`config.mk`:
```
export PLATFORM = sky130hd
export DESIGN_NAME = ecc_seg_tracker
export DESIGN_NICKNAME = d
export VERILOG_FILES = /design/src/rtl/ecc_trk_pkg.sv /design/src/rtl/ecc_trk_ilk.sv /design/src/rtl/ecc_trk_store.sv /design/src/rtl/ecc_trk_eval.sv /design/src/rtl/ecc_seg_tracker.sv
export SDC_FILE = /design/constraint.sdc
export NUM_CORES = 1
export LEC_CHECK = 0
export CAP_MARGIN = 20
export CORE_UTILIZATION = 35
export DETAILED_ROUTE_END_ITERATION = 8
export DONT_BUFFER_PORTS = 1
export GPL_ROUTABILITY_DRIVEN = 0
export PLACE_DENSITY = 0.49
export SKIP_CTS_REPAIR_TIMING = 1
export SLEW_MARGIN = 20
export SYNTH_ARGS = -nofsm -noshare
export SYNTH_HDL_FRONTEND = slang
export SYNTH_SLANG_ARGS = --single-unit
```
`constraint.sdc`:
```
create_clock -name clk -period 3.3 [get_ports clk]
set_input_delay 0.66 -clock clk [delete_from_list [all_inputs] [get_ports clk]]
set_output_delay 0.66 -clock clk [all_outputs]
set_load 0.01 [all_outputs]
```
`src/rtl/ecc_trk_pkg.sv`:
```
package ecc_trk_pkg;
   localparam int WORDS_PER_PAGE = 4;
   localparam int WORDS_PER_SEG  = 2;
   localparam int SEGS_PER_PAGE  = WORDS_PER_PAGE / WORDS_PER_SEG;

   typedef enum logic {
      OP_PROGRAM = 1'b0,
      OP_ERASE   = 1'b1
   } trk_op_e;

   // segment s is touched when any of its words is in the mask
   function automatic logic [SEGS_PER_PAGE-1:0] seg_touch(input logic [WORDS_PER_PAGE-1:0] m);
      logic [SEGS_PER_PAGE-1:0] t;
      for (int s = 0; s < SEGS_PER_PAGE; s++)
         t[s] = |m[s*WORDS_PER_SEG +: WORDS_PER_SEG];
      return t;
   endfunction

   // segment s is partially covered when some but not all of its words are set
   function automatic logic seg_partial(input logic [WORDS_PER_PAGE-1:0] m);
      logic p;
      p = 1'b0;
      for (int s = 0; s < SEGS_PER_PAGE; s++)
         p |= (|m[s*WORDS_PER_SEG +: WORDS_PER_SEG]) & ~(&m[s*WORDS_PER_SEG +: WORDS_PER_SEG]);
      return p;
   endfunction
endpackage

```
`src/rtl/ecc_trk_ilk.sv`:
```
module ecc_trk_ilk #(
   parameter int BLK_W = 2,
   parameter int PG_W  = 3
) (
   input  logic                                  clk,
   input  logic                                  rst_n,
   input  logic                                  wr_en,
   input  logic [BLK_W-1:0]                      wr_blk,
   input  logic [PG_W-1:0]                       wr_pg,
   input  logic [ecc_trk_pkg::WORDS_PER_PAGE-1:0] wr_mask,
   input  logic                                  consume,
   output logic [BLK_W-1:0]                      lat_blk,
   output logic [PG_W-1:0]                       lat_pg,
   output logic [ecc_trk_pkg::WORDS_PER_PAGE-1:0] lat_mask,
   output logic                                  armed
);
   always_ff @(posedge clk or negedge rst_n) begin
      if (!rst_n) begin
         lat_blk  <= '0;
         lat_pg   <= '0;
         lat_mask <= '0;
         armed    <= 1'b0;
      end else if (wr_en) begin
         lat_blk  <= wr_blk;
         lat_pg   <= wr_pg;
         lat_mask <= wr_mask;
         armed    <= 1'b1;
      end else if (consume) begin
         armed    <= 1'b0;
      end
   end
endmodule

```
`src/rtl/ecc_trk_store.sv`:
```
module ecc_trk_store #(
   parameter int NUM_BLOCKS      = 4,
   parameter int PAGES_PER_BLOCK = 8
) (
   input  logic                                          clk,
   input  logic                                          rst_n,
   input  logic                                          set_en,
   input  logic [$clog2(NUM_BLOCKS)-1:0]                 set_blk,
   input  logic [$clog2(PAGES_PER_BLOCK)-1:0]            set_pg,
   input  logic [ecc_trk_pkg::SEGS_PER_PAGE-1:0]         set_segs,
   input  logic [NUM_BLOCKS-1:0]                         clr_blks,
   input  logic [$clog2(NUM_BLOCKS)-1:0]                 rd_blk,
   input  logic [$clog2(PAGES_PER_BLOCK)-1:0]            rd_pg,
   output logic [ecc_trk_pkg::SEGS_PER_PAGE-1:0]         rd_segs
);
   localparam int SPP          = ecc_trk_pkg::SEGS_PER_PAGE;
   localparam int SEGS_PER_BLK = PAGES_PER_BLOCK * SPP;
   localparam int BLK_W        = $clog2(NUM_BLOCKS);

   logic [SEGS_PER_BLK-1:0] blk_bits [NUM_BLOCKS];

   for (genvar b = 0; b < NUM_BLOCKS; b++) begin : g_blk
      logic [SEGS_PER_BLK-1:0] bits;
      always_ff @(posedge clk or negedge rst_n) begin
         if (!rst_n)
            bits <= '0;
         else if (clr_blks[b])
            bits <= '0;
         else if (set_en && (set_blk == BLK_W'(b)))
            bits[set_pg*SPP +: SPP] <= bits[set_pg*SPP +: SPP] | set_segs;
      end
      assign blk_bits[b] = bits;
   end

   assign rd_segs = blk_bits[rd_blk][rd_pg*SPP +: SPP];
endmodule

```
`src/rtl/ecc_trk_eval.sv`:
```
module ecc_trk_eval #(
   parameter int NUM_BLOCKS      = 4,
   parameter bit PARTIAL_WARN_EN = 1'b1
) (
   input  logic [$clog2(NUM_BLOCKS)-1:0]          tgt_blk,
   input  logic [ecc_trk_pkg::WORDS_PER_PAGE-1:0] tgt_mask,
   input  logic [ecc_trk_pkg::SEGS_PER_PAGE-1:0]  cur_segs,
   input  logic [NUM_BLOCKS-1:0]                  blk_lock,
   input  logic [NUM_BLOCKS-1:0]                  blk_sel,
   input  logic [NUM_BLOCKS-1:0]                  blk_exists,
   output logic [ecc_trk_pkg::SEGS_PER_PAGE-1:0]  touch_segs,
   output logic                                   reject,
   output logic                                   partial,
   output logic [NUM_BLOCKS-1:0]                  erase_blks
);
   logic blocked;
   logic overlap;
   logic empty;

   always_comb begin
      touch_segs = ecc_trk_pkg::seg_touch(tgt_mask);
      blocked    = blk_lock[tgt_blk] | ~blk_exists[tgt_blk];
      overlap    = |(touch_segs & cur_segs);
      empty      = ~|tgt_mask;
      reject     = blocked | overlap | empty;
      erase_blks = blk_sel & ~blk_lock & blk_exists;
   end

   if (PARTIAL_WARN_EN) begin : g_warn
      assign partial = ecc_trk_pkg::seg_partial(tgt_mask);
   end else begin : g_nowarn
      assign partial = 1'b0;
   end
endmodule

```
`src/rtl/ecc_seg_tracker.sv`:
```
module ecc_seg_tracker #(
   parameter int NUM_BLOCKS      = 4,
   parameter int PAGES_PER_BLOCK = 8,
   parameter bit PARTIAL_WARN_EN = 1'b1,
   localparam int BLK_W = $clog2(NUM_BLOCKS),
   localparam int PG_W  = $clog2(PAGES_PER_BLOCK)
) (
   input  logic                  clk,
   input  logic                  rst_n,
   input  logic                  ilk_we,
   input  logic [BLK_W-1:0]      ilk_blk,
   input  logic [PG_W-1:0]       ilk_page,
   input  logic [3:0]            ilk_mask,
   input  logic                  cmd_go,
   input  logic                  cmd_erase,
   input  logic [NUM_BLOCKS-1:0] blk_lock,
   input  logic [NUM_BLOCKS-1:0] blk_sel,
   input  logic [NUM_BLOCKS-1:0] blk_exists,
   output logic                  done,
   output logic                  fail,
   output logic                  partial_warn,
   output logic                  seq_err
);
   import ecc_trk_pkg::*;

   if (NUM_BLOCKS < 2 || (NUM_BLOCKS & (NUM_BLOCKS - 1)) != 0) begin : g_bad_blocks
      $error("NUM_BLOCKS must be a power of two and at least 2");
   end
   if (PAGES_PER_BLOCK < 2 || (PAGES_PER_BLOCK & (PAGES_PER_BLOCK - 1)) != 0) begin : g_bad_pages
      $error("PAGES_PER_BLOCK must be a power of two and at least 2");
   end
   if (WORDS_PER_PAGE != 4) begin : g_bad_words
      $error("word mask width is fixed at 4");
   end

   logic [BLK_W-1:0]          lat_blk;
   logic [PG_W-1:0]           lat_pg;
   logic [WORDS_PER_PAGE-1:0] lat_mask;
   logic                      armed_q;
   logic [SEGS_PER_PAGE-1:0]  cur_segs;
   logic [SEGS_PER_PAGE-1:0]  touch_segs;
   logic                      prog_reject;
   logic                      partial;
   logic [NUM_BLOCKS-1:0]     erase_blks;
   trk_op_e                   op;
   logic                      go_ok;
   logic                      go_orphan;
   logic                      prog_go;
   logic                      erase_go;

   always_comb begin
      op        = trk_op_e'(cmd_erase);
      go_ok     = cmd_go & ~ilk_we & armed_q;
      go_orphan = cmd_go & ~ilk_we & ~armed_q;
      prog_go   = go_ok & (op == OP_PROGRAM);
      erase_go  = go_ok & (op == OP_ERASE);
   end

   ecc_trk_ilk #(.BLK_W(BLK_W), .PG_W(PG_W)) u_ilk (
      .clk      (clk),
      .rst_n    (rst_n),
      .wr_en    (ilk_we),
      .wr_blk   (ilk_blk),
      .wr_pg    (ilk_page),
      .wr_mask  (ilk_mask),
      .consume  (go_ok),
      .lat_blk  (lat_blk),
      .lat_pg   (lat_pg),
      .lat_mask (lat_mask),
      .armed    (armed_q)
   );

   ecc_trk_eval #(.NUM_BLOCKS(NUM_BLOCKS), .PARTIAL_WARN_EN(PARTIAL_WARN_EN)) u_eval (
      .tgt_blk    (lat_blk),
      .tgt_mask   (lat_mask),
      .cur_segs   (cur_segs),
      .blk_lock   (blk_lock),
      .blk_sel    (blk_sel),
      .blk_exists (blk_exists),
      .touch_segs (touch_segs),
      .reject     (prog_reject),
      .partial    (partial),
      .erase_blks (erase_blks)
   );

   ecc_trk_store #(.NUM_BLOCKS(NUM_BLOCKS), .PAGES_PER_BLOCK(PAGES_PER_BLOCK)) u_store (
      .clk      (clk),
      .rst_n    (rst_n),
      .set_en   (prog_go & ~prog_reject),
      .set_blk  (lat_blk),
      .set_pg   (lat_pg),
      .set_segs (touch_segs),
      .clr_blks (erase_go ? erase_blks : '0),
      .rd_blk   (lat_blk),
      .rd_pg    (lat_pg),
      .rd_segs  (cur_segs)
   );

   always_ff @(posedge clk or negedge rst_n) begin
      if (!rst_n) begin
         done         <= 1'b0;
         fail         <= 1'b0;
         partial_warn <= 1'b0;
         seq_err      <= 1'b0;
      end else begin
         done <= go_ok;
         if (ilk_we) begin
            fail         <= 1'b0;
            partial_warn <= 1'b0;
            seq_err      <= 1'b0;
         end else begin
            if (prog_go && prog_reject)             fail         <= 1'b1;
            if (prog_go && !prog_reject && partial) partial_warn <= 1'b1;
            if (go_orphan)                          seq_err      <= 1'b1;
         end
      end
   end
endmodule

```
==> flow_summary.json <==
{
  "synthAdderAreaFrac_pct": 0.991,
  "drive_gt1_share_pct": 17.9,
  "setup_viol": 0,
  "rsz0062_at_grt": "false",
  "timing.final.crit_period_ns": 3.08,
  "worst_clock_skew_ns": 0.00803,
  "synthSimpleGateAreaFrac_pct": 17.6,
  "maxClockFrequency_mhz": 325,
  "drt_iter0_drc": 386,
  "finalSetupTns_ns": 0,
  "finalHoldViolCount": 0,
  "die-area_um2": 14900,
  "clock_path_buffers": 2,
  "cts_tree": "built",
  "grt_max_degree": 79,
  "power_density_nw_per_um2": 431,
  "drc_errors": 0,
  "h-tree-depth": 3,
  "regToRegStartpoint": "u_ilk.lat_blk[1]",
  "mostFrequentLayoutCells": "nand2_1 (91), dfrtp_1 (77), mux2i_1 (53), mux4_2 (24), buf_4 (19)",
  "clk_latency_ns": 0.36,
  "syn_area_per_cell_um2": 10.9,
  "clock_sinks": 78,
  "layout.cells.most_common": "nand2_1",
  "ant_nets": 0,
  "r2r_slack_ns": 0.22,
  "fin_nets": 496,
  "worstSetupPathType": "register to register",
  "n_antenna_cell": 0,
  "reg2reg_to": "u_store.g_blk[1].bits[15]",
  "die_h_um": 122,
  "cp.arrival_ns": 3.34,
  "synth_seq_cells": 78,
  "coreArea_um2": 14000,
  "grt_pass1_vias": 3910,
  "finalMaxSlewViolations": 0,
  "async_flop_share_pct": 100,
  "tightest_slew_ns": 0.813,
  "yosys_warnings": 0,
  "synth-xor-area-share_pct": 0,
  "outcome": "complete, no violations",
  "dp_cells": 630,
  "cellLeakagePower_nw": 2.48,
  "area_growth_pct": 11.4,
  "io_pins": 30,
  "wirelength_um": 16200,
  "cts-buffers-inserted": 9,
  "period_share_pct": 93.3,
  "synth_compound_gate_area_share_pct": 13.4,
  "cap_violations": 0,
  "grt_pass1_wl_um": 24600,
  "clkSlewWorstSetupHoldPaths_ns": 0.06,
  "ys.flop_type": "dfrtp_1",
  "max-vdd-ir-drop_v": 0.000261,
  "netlist_instances": 465,
  "end_kind": "register",
  "wl_per_cell_um": 24.9,
  "max_slew_margin_pct": 45.4,
  "dp_hpwl_um": 11500,
  "worstPathMaxFanout": 10,
  "num_rows": 43,
  "synthMuxAreaShare_pct": 24.7,
  "numPortBuffers": 0,
  "syn_nets": 495,
  "synth.cell_area_um2": 5050,
  "synth_top_family_by_area": "multiplexers",
  "rr_worst_depth": 8,
  "dp_slack_ns": 0.291,
  "groute.usage.overall_pct": 23.1,
  "synth-edff-count": 0,
  "overflow": 0,
  "vias_per_cell": 6.01,
  "hold_class": "input pin to asynchronous set/reset pin",
  "first_pass_iters": 5,
  "critPathRequiredTime_ns": 3.56,
  "antenna_found_initial": 0,
  "start_util_pct": 36.1,
  "die_x_um": 122,
  "worst_setup_path_start_kind": "register",
  "cts_root_buf": "clkbuf_16",
  "synth-seq-area-share_pct": 38.7,
  "synth.distinct_cells": 52,
  "fin_cells": 650,
  "setup_ws_ns": 0.220,
  "vias": 3908
}
how the worst max path moves through the flow:
stage,slack [ns],depth (start not counted),endpoint,start
after floorplan,0.72,10,u_store.g_blk[0].bits[8],u_ilk.lat_blk[0]
after global placement,0.36,9,u_store.g_blk[0].bits[10],u_ilk.lat_blk[1]
after CTS,0.26,8,u_store.g_blk[1].bits[15],u_ilk.lat_blk[1]
after detailed placement,0.29,8,u_store.g_blk[1].bits[15],u_ilk.lat_blk[1]
after global routing,0.03,8,u_store.g_blk[1].bits[7],u_ilk.lat_blk[1]
final,0.22,8,u_store.g_blk[1].bits[15],u_ilk.lat_blk[1]
per-layer routing:
layer | wire (um) | vias to the layer above | global-route usage, %
met5 | 0 | - | 0
met4 | 623 | 0 | 9.98
met3 | 1100 | 48 | 5.48
met2 | 7240 | 158 | 34.8
met1 | 7200 | 1997 | 31.4
li1 | - | 1705 | -
power breakdown:
group	switching [mW]	internal, mW	leakage, nW
logic	0.285	0.150	1.28
registers	0.0345	0.984	1.06
clock network	0.393	0.581	0.134
critical path, stage by stage (launching register included):
cell and delay, ns:
dfrtp_1 0.66, buf_4 0.27, mux4_2 0.29, nand2b_1 0.16
a41oi_1 0.30, a21oi_2 0.24, a2111oi_4 0.65, a21oi_1 0.15
a311oi_1 0.27
flip-flops by register name (all words and copies together) (netlist names):
name and cells:
u_ilk.armed 1, done 1, u_ilk.lat_pg 3, seq_err 1, fail 1, partial_warn 1
u_store.g_blk.bits 64, u_ilk.lat_mask 4, u_ilk.lat_blk 2
metrics by stage:
step                      total power [mW]  hold slack, ns  utilization [%]  instance area, um2
final                                 2.43           0.119             40.2                5630
after global routing                  2.52           0.121             40.2                5630
after global placement                1.43           0.367             37.7                5270
after CTS                             2.42         -0.0182             39.7                5550
after floorplan                       1.32           0.364                -                5050
after detailed placement              1.43           0.366             37.7                5270
cell families after synthesis:
kind of cell             count (synthesis)
multiplexers                            86
AO/OA/AOI/OAI                           64
adder cells (fa/ha/maj)                  4
flip-flops                              78
buffers and inverters                   49
AND/OR/NAND/NOR                        184
synth_stat cells (10+ instances only):
cell type | instances | area [um2]
nor2_1 | 18 | 67.6
a2111oi_4 | 10 | 275
o21ai_0 | 13 | 65.1
nand2_1 | 91 | 342
clkbuf_1 | 17 | 63.8
nand3_1 | 11 | 55.1
inv_1 | 13 | 48.8
mux4_2 | 24 | 541
mux2i_1 | 53 | 531
dfrtp_1 | 78 | 1950
and3_1 | 14 | 87.6
layout make-up:
class	instances	area [um2]
fillers	1377	8360
multi-input cells	338	2860
flip-flops and latches	78	1950
repair buffers	26	260
clock buffers	13	240
well taps	180	225
inverters	13	48.8
clock inverters	2	35.0
No activity file was read; power rests on OpenSTA's default activity.
